===== src/rtl/sar_seq_pkg.sv =====
package sar_seq_pkg;
  typedef enum logic [1:0] {PH_IDLE, PH_STARTUP, PH_SAMPLE, PH_COMPARE} phase_e;

  // Word indices of the register map (byte offset / 4)
  localparam int W_CTRL  = 1;
  localparam int W_STAT  = 2;
  localparam int W_TCFG  = 3;
  localparam int W_RES0  = 5;
  localparam int W_IEN   = 8;
  localparam int W_ICLR  = 9;
  localparam int W_ISTA  = 10;

  // Field geometry
  localparam int SEL_LSB   = 5;
  localparam int STUP_W    = 5;
  localparam int PH_W      = 4;
  localparam int STUP_LSB  = 0;
  localparam int SAMP_LSB  = 8;
  localparam int DIV_LSB   = 12;
  localparam int CMP_LSB   = 16;
  localparam int VALID_BIT = 15;

  // Ticks a full conversion needs for given phase fields
  function automatic int unsigned conv_ticks(input int unsigned s, w, c);
    return (s + 1) + (w + 1) + (c + 1);
  endfunction

  // System clock cycles for a full conversion
  function automatic int unsigned conv_cycles(input int unsigned s, w, c, d);
    return conv_ticks(s, w, c) * (d + 1);
  endfunction

  // Index of the lowest set bit among the first n bits of v
  function automatic int unsigned lowest_set(input logic [7:0] v, input int unsigned n);
    int unsigned idx;
    idx = 0;
    for (int i = int'(n) - 1; i >= 0; i--) begin
      if (v[i]) idx = i;
    end
    return idx;
  endfunction
endpackage


===== src/rtl/sar_seq_tick.sv =====
module sar_seq_tick #(
  parameter int DIVW = 4
) (
  input  logic            clk,
  input  logic            rst_n,
  input  logic            run,
  input  logic [DIVW-1:0] div,
  output logic            tick
);
  logic [DIVW-1:0] cnt_q;

  assign tick = run && (cnt_q == div);

  always_ff @(posedge clk or negedge rst_n) begin
    if (!rst_n)         cnt_q <= '0;
    else if (!run)      cnt_q <= '0;
    else if (cnt_q == div) cnt_q <= '0;
    else                cnt_q <= cnt_q + 1'b1;
  end
endmodule


===== src/rtl/sar_seq_fsm.sv =====
module sar_seq_fsm
  import sar_seq_pkg::*;
#(
  parameter int LW = 5
) (
  input  logic          clk,
  input  logic          rst_n,
  input  logic          start,
  input  logic          tick,
  input  logic [LW-1:0] len_stup,
  input  logic [LW-1:0] len_samp,
  input  logic [LW-1:0] len_cmp,
  output phase_e        phase,
  output logic          busy,
  output logic          done
);
  phase_e        phase_q;
  logic [LW-1:0] cnt_q;
  logic [LW-1:0] stup_q, samp_q, cmp_q;
  logic [LW-1:0] cur_len;
  logic          last_tick;

  always_comb begin
    case (phase_q)
      PH_STARTUP: cur_len = stup_q;
      PH_SAMPLE:  cur_len = samp_q;
      PH_COMPARE: cur_len = cmp_q;
      default:    cur_len = '0;
    endcase
  end

  assign last_tick = tick && (cnt_q == cur_len);
  assign done      = last_tick && (phase_q == PH_COMPARE);
  assign busy      = (phase_q != PH_IDLE);
  assign phase     = phase_q;

  always_ff @(posedge clk or negedge rst_n) begin
    if (!rst_n) begin
      phase_q <= PH_IDLE;
      cnt_q   <= '0;
      stup_q  <= '0;
      samp_q  <= '0;
      cmp_q   <= '0;
    end else if (start) begin
      phase_q <= PH_STARTUP;
      cnt_q   <= '0;
      stup_q  <= len_stup;
      samp_q  <= len_samp;
      cmp_q   <= len_cmp;
    end else if (last_tick) begin
      cnt_q <= '0;
      case (phase_q)
        PH_STARTUP: phase_q <= PH_SAMPLE;
        PH_SAMPLE:  phase_q <= PH_COMPARE;
        default:    phase_q <= PH_IDLE;
      endcase
    end else if (tick) begin
      cnt_q <= cnt_q + 1'b1;
    end
  end
endmodule


===== src/rtl/sar_seq.sv =====
module sar_seq
  import sar_seq_pkg::*;
#(
  parameter int NCH = 3,
  parameter int DW  = 12,
  parameter int AW  = 4
) (
  input  logic          clk,
  input  logic          rst_n,
  input  logic          reg_we,
  input  logic [AW-1:0] reg_addr,
  input  logic [31:0]   reg_wdata,
  output logic [31:0]   reg_rdata,
  output logic          irq,
  output logic          afe_sample,
  output logic          afe_convert,
  input  logic [DW-1:0] afe_data
);
  localparam int CHW = (NCH > 1) ? $clog2(NCH) : 1;

  // Configuration and control state
  logic             ctrl_en_q;
  logic [NCH-1:0]   ctrl_sel_q;
  logic [STUP_W-1:0] t_stup_q;
  logic [PH_W-1:0]  t_samp_q, t_div_q, t_cmp_q;
  logic [PH_W-1:0]  div_lat_q;
  logic [CHW-1:0]   cur_ch_q;
  logic             ien_q, ista_q;
  logic [DW-1:0]    res_code_q [NCH];
  logic [NCH-1:0]   res_vld_q;

  // Named internal events
  logic             ctrl_wr, start_evt, done_evt, clr_evt, tick, busy;
  logic [NCH-1:0]   req_sel;
  logic [CHW-1:0]   start_ch;
  phase_e           phase;
  logic             unused_wdata;

  assign unused_wdata = ^reg_wdata;
  assign ctrl_wr   = reg_we && (reg_addr == AW'(W_CTRL));
  assign req_sel   = reg_wdata[SEL_LSB +: NCH];
  assign start_ch  = CHW'(lowest_set(8'(req_sel), NCH));
  assign start_evt = ctrl_wr && reg_wdata[0] && !ctrl_en_q && (|req_sel) && !busy;
  assign clr_evt   = reg_we && (reg_addr == AW'(W_ICLR)) && reg_wdata[0];

  always_ff @(posedge clk or negedge rst_n) begin
    if (!rst_n) begin
      ctrl_en_q  <= 1'b0;
      ctrl_sel_q <= '0;
      t_stup_q   <= '0;
      t_samp_q   <= '0;
      t_div_q    <= '0;
      t_cmp_q    <= '0;
      ien_q      <= 1'b0;
    end else if (reg_we) begin
      if (reg_addr == AW'(W_CTRL)) begin
        ctrl_en_q  <= reg_wdata[0];
        ctrl_sel_q <= req_sel;
      end
      if (reg_addr == AW'(W_TCFG)) begin
        t_stup_q <= reg_wdata[STUP_LSB +: STUP_W];
        t_samp_q <= reg_wdata[SAMP_LSB +: PH_W];
        t_div_q  <= reg_wdata[DIV_LSB  +: PH_W];
        t_cmp_q  <= reg_wdata[CMP_LSB  +: PH_W];
      end
      if (reg_addr == AW'(W_IEN)) ien_q <= reg_wdata[0];
    end
  end

  always_ff @(posedge clk or negedge rst_n) begin
    if (!rst_n) begin
      div_lat_q <= '0;
      cur_ch_q  <= '0;
    end else if (start_evt) begin
      div_lat_q <= t_div_q;
      cur_ch_q  <= start_ch;
    end
  end

  // Completion has priority over a software clear in the same cycle
  always_ff @(posedge clk or negedge rst_n) begin
    if (!rst_n)        ista_q <= 1'b0;
    else if (done_evt) ista_q <= 1'b1;
    else if (clr_evt)  ista_q <= 1'b0;
  end

  for (genvar g = 0; g < NCH; g++) begin : g_res
    always_ff @(posedge clk or negedge rst_n) begin
      if (!rst_n) begin
        res_code_q[g] <= '0;
        res_vld_q[g]  <= 1'b0;
      end else if (start_evt && (start_ch == CHW'(g))) begin
        res_vld_q[g] <= 1'b0;
      end else if (done_evt && (cur_ch_q == CHW'(g))) begin
        res_code_q[g] <= afe_data;
        res_vld_q[g]  <= 1'b1;
      end
    end
  end

  sar_seq_tick #(.DIVW(PH_W)) u_tick (
    .clk  (clk),
    .rst_n(rst_n),
    .run  (busy),
    .div  (div_lat_q),
    .tick (tick)
  );

  sar_seq_fsm #(.LW(STUP_W)) u_fsm (
    .clk     (clk),
    .rst_n   (rst_n),
    .start   (start_evt),
    .tick    (tick),
    .len_stup(t_stup_q),
    .len_samp(STUP_W'(t_samp_q)),
    .len_cmp (STUP_W'(t_cmp_q)),
    .phase   (phase),
    .busy    (busy),
    .done    (done_evt)
  );

  assign afe_sample  = (phase == PH_SAMPLE);
  assign afe_convert = (phase == PH_COMPARE);
  assign irq         = ista_q && ien_q;

  always_comb begin
    reg_rdata = '0;
    case (reg_addr)
      AW'(W_CTRL): begin
        reg_rdata[0]             = ctrl_en_q;
        reg_rdata[SEL_LSB +: NCH] = ctrl_sel_q;
      end
      AW'(W_STAT): reg_rdata[0] = busy;
      AW'(W_TCFG): begin
        reg_rdata[STUP_LSB +: STUP_W] = t_stup_q;
        reg_rdata[SAMP_LSB +: PH_W]   = t_samp_q;
        reg_rdata[DIV_LSB  +: PH_W]   = t_div_q;
        reg_rdata[CMP_LSB  +: PH_W]   = t_cmp_q;
      end
      AW'(W_IEN):  reg_rdata[0] = ien_q;
      AW'(W_ISTA): reg_rdata[0] = ista_q;
      default: begin
        for (int i = 0; i < NCH; i++) begin
          if (reg_addr == AW'(W_RES0 + i)) begin
            reg_rdata[DW-1:0]   = res_code_q[i];
            reg_rdata[VALID_BIT] = res_vld_q[i];
          end
        end
      end
    endcase
  end
endmodule


===== config.mk =====
export PLATFORM = sky130hd
export DESIGN_NAME = sar_seq
export DESIGN_NICKNAME = d
export VERILOG_FILES = /design/src/rtl/sar_seq_pkg.sv /design/src/rtl/sar_seq_tick.sv /design/src/rtl/sar_seq_fsm.sv /design/src/rtl/sar_seq.sv
export SDC_FILE = /design/constraint.sdc
export NUM_CORES = 1
export LEC_CHECK = 0
export CELL_PAD_IN_SITES_DETAIL_PLACEMENT = 0
export CELL_PAD_IN_SITES_GLOBAL_PLACEMENT = 1
export CORE_MARGIN = 5
export CORE_UTILIZATION = 53
export CTS_BUF_LIST = sky130_fd_sc_hd__clkbuf_4
export DETAILED_ROUTE_END_ITERATION = 10
export DONT_BUFFER_PORTS = 1
export PLACE_DENSITY = 0.89
export SLEW_MARGIN = 20
export SYNTH_ARGS = -nofsm -noshare
export SYNTH_HDL_FRONTEND = slang
export SYNTH_SLANG_ARGS = --single-unit

===== constraint.sdc =====
create_clock -name clk -period 2.8 [get_ports clk]
set_clock_uncertainty 0.15 [all_clocks]
set_input_delay 0.42 -clock clk [delete_from_list [all_inputs] [get_ports clk]]
set_output_delay 0.42 -clock clk [all_outputs]
set_load 0.05 [all_outputs]

==> results_dict.tcl <==
set metrics [dict create \
    cp_max_fo 13 \
    clock_path_buffers 2 \
    ys_top_cells_by_area "dfrtp_1 (52%), mux2_2 (15%), mux2_4 (6.1%), a222oi_1 (2.9%), xnor2_1 (2.8%)" \
    cpLargestDelayFamily "simple AND/OR/NAND/NOR gates" \
    hold_viol 0 \
    die_h_microns 102 \
    cts.clk_slew.worst_paths_ps 140 \
    layout_commonest_cell "dfrtp_1" \
    cts_tree "built" \
    synth_cell_types 40 \
    grt_overflow 0 \
    critPathArrivalTime_ps 2830 \
    finalCritPeriodShare 0.945 \
    cp-end-kind "register" \
    endpoint "res_code_q[26]" \
    p_total_mw 3.40 \
    async_flop_share 1.00 \
    dr.pass1.iters 7 \
    path_cells "buf_4 -> ha_1 -> a222oi_1 -> xnor2_1 -> nor3_4 -> and4_4 -> buf_12 -> mux2_2" \
    io_buffers 0 \
    drt_iter0_markers 141 \
    vias 2987 \
    clock-sinks 92 \
    start_util 0.543 \
    root_buffer "clkbuf_4" \
    postPlaceCellArea_sq_mm 0.00482 \
    worst_slew_pin_slew_ps 785 \
    synth_seq_cells 92 \
    use_met3 0.0702 \
    grt_pass1_vias 3296 \
    status "finished clean" \
    slew_violations 0 \
    diodes 0 \
    avgSynthCellArea_sq_um 12.6 \
    mostFrequentLayoutCells "dfrtp_1 (92), mux2_2 (58), dlygate4sd3_1 (34), nand2_1 (27), buf_4 (27)" \
    die_x_microns 102 \
    grt_use_total 0.207 \
    fp-row-count 33 \
    timing_worst_setup_path_type "reg -> reg" \
    fin_area_sq_mm 0.00544 \
    drive_gt1_frac 0.344 \
    cp_slowest_stage_delay_ps 420 \
    leakage_nw 2.54 \
    yosys_warnings 0 \
    r2r_cells 8 \
    dp_hpwl_microns 6900 \
    wire_per_inst_microns 18.7 \
    postRouteWirelength_microns 9960 \
    worstPathRequired_ps 2980 \
    holdWs_ps 27.3 \
    yosysSeqAreaShare 0.518 \
    fin_nets 479 \
    r2r_setup_slack_ps 160 \
    cts_htree_levels 3 \
    grt_max_degree 93 \
    fin_setup_tns_ps 0 \
    hold_class "in -> reg" \
    core_sq_mm 0.00818 \
    die_area_sq_mm 0.0103 \
    fmax_mhz 378 \
    max-vdd-ir-drop_v 0.000328 \
    critPathLaunch "u_fsm.phase[0]" \
    reg2reg_to "res_code_q[26]" \
    r2r-start "u_fsm.phase[0]" \
    synthCells 352 \
    gr-usage-met2 0.356 \
    ant_nets 0 \
    antenna_found_initial 0 \
    relSlewSlack 0.476 \
    grt_pass1_wl_microns 16400 \
    busiest_layer "met2" \
    grt_use_met1 0.247 \
    maxCapViolations 0 \
    yosys.area.top_type "dfrtp_1" \
    io_pins 86 \
    drt-vias-per-instance 5.61 \
    final_util 0.665 \
    area_growth_pct 22.4 \
    gp_congestion 0.794 \
    synthesis.area_sq_mm 0.00444 \
    critPathSlowestCell "dfrtp_1" \
    setup_viol 0 \
    drc 0 \
    critPathBufInv 2 \
    numCtsBuffers 9 \
    synth_edf_count 0 \
    insertion_delay_ps 450 \
    critPathLaunchType "register" \
    power.density_mw_per_mm2 626 \
    synth-main-ff-cell "dfrtp_1" \
    cp_num_cells 8 \
    period_needed_ps 2640 \
    synth_top_cell_area_share 0.518 \
]
[sequential cells by signal (all words and copies together) (netlist names)]
| name | flops |
|---|---|
| u_fsm.phase | 2 |
| u_tick.cnt_q | 4 |
| res_vld_q | 3 |
| ista_q | 1 |
| t_stup_q | 5 |
| cur_ch_q | 2 |
| t_cmp_q | 4 |
| t_samp_q | 4 |
| u_fsm.stup_q | 5 |
| div_lat_q | 4 |
| ctrl_en_q | 1 |
| u_fsm.cnt_q | 5 |
| u_fsm.samp_q | 4 |
| ctrl_sel_q | 3 |
| u_fsm.cmp_q | 4 |
| ien_q | 1 |
| t_div_q | 4 |
| res_code_q | 36 |
[what timing repair did]
action / in CTS / in global routing
pin swaps: 0 / 7
buffers inserted: 1 / 4
setup endpoints to repair: 1 / 24
gates resized for setup: 0 / 14
cloned: 0 / 1
endpoints found under the hold margin: 150 / 2
hold buffers: 33 / 2
[metal layers]
metal	up-vias	wire, microns
met5	-	0
met4	0	145
met3	15	622
met2	87	5190
met1	1504	4010
li1	1381	-
[stage by stage]
| step | setup slack (ps) | cells |
|---|---|---|
| floorplan | 89.0 | 363 |
| finish | 155 | 532 |
| detailed placement | 130 | 475 |
| global placement | 192 | 475 |
| CTS | 23.2 | 525 |
| global route | -0.432 | 532 |
[worst reg2reg max path: stages (launching register included)]
cell and delay, ps:
dfrtp_1 420, buf_4 140, ha_1 250, a222oi_1 380, xnor2_1 170, nor3_4 260, and4_4 270, buf_12 160
mux2_2 350
[worst min-delay path by stage]
stage / start / end / slack [ps] / depth (start not counted)
2_1_floorplan: rst_n / ctrl_en_q / -30 / 0
3_3_place_gp: rst_n / res_code_q[35] / -20 / 0
3_5_place_dp: rst_n / res_code_q[35] / -20 / 0
4_1_cts: reg_wdata[6] / cur_ch_q[0] / 4 / 2
5_1_grt: reg_wdata[6] / cur_ch_q[0] / 1 / 2
6_report: reg_wdata[5] / ctrl_sel_q[0] / 30 / 2
[synthesized netlist by cell type (3+ instances only)]
| cell | number |
|---|---|
| ha_1 | 6 |
| nand3_1 | 7 |
| a222oi_1 | 13 |
| xnor2_1 | 14 |
| a22oi_1 | 7 |
| mux2_2 | 58 |
| clkbuf_1 | 6 |
| o21ai_0 | 8 |
| buf_4 | 15 |
| dfrtp_1 | 92 |
| nor3b_1 | 3 |
| a31oi_1 | 3 |
| buf_6 | 4 |
| inv_1 | 8 |
| mux2_4 | 18 |
| nor2_1 | 18 |
| nand2_1 | 27 |
| and2_1 | 10 |
| nor3_1 | 4 |
| and4_1 | 3 |
| nand4_1 | 3 |
[logic make-up after synthesis]
| family | after synthesis | synth area share |
|---|---|---|
| and+or+nand+nor | 85 | 0.0995 |
| other | 1 | 0.000844 |
| muxes | 77 | 0.210 |
| buffers and inverters | 36 | 0.0541 |
| adders and majority gates | 6 | 0.0169 |
| AOI/OAI and AO/OA | 40 | 0.0704 |
| xor gates and xnor gates | 15 | 0.0296 |
| DFF | 92 | 0.518 |
[where the power goes]
| part | internal, mW | total (mW) | switching [mW] |
|---|---|---|---|
| Combinational | 0.474 | 0.979 | 0.504 |
| Sequential | 1.52 | 1.69 | 0.172 |
| Clock | 0.277 | 0.734 | 0.457 |
| Total | 2.27 | 3.40 | 1.13 |
[final cells by class]
type / count / area [sq um]
Clock inverter: 7 / 76.3
Fill cell: 639 / 2740
Multi-Input combinational cell: 235 / 1970
Sequential cell: 92 / 2300
Clock buffer: 9 / 67.6
Timing Repair Buffer: 76 / 856
Inverter: 8 / 30.0
Tap cell: 105 / 131
(Power assumes the default switching activity.)
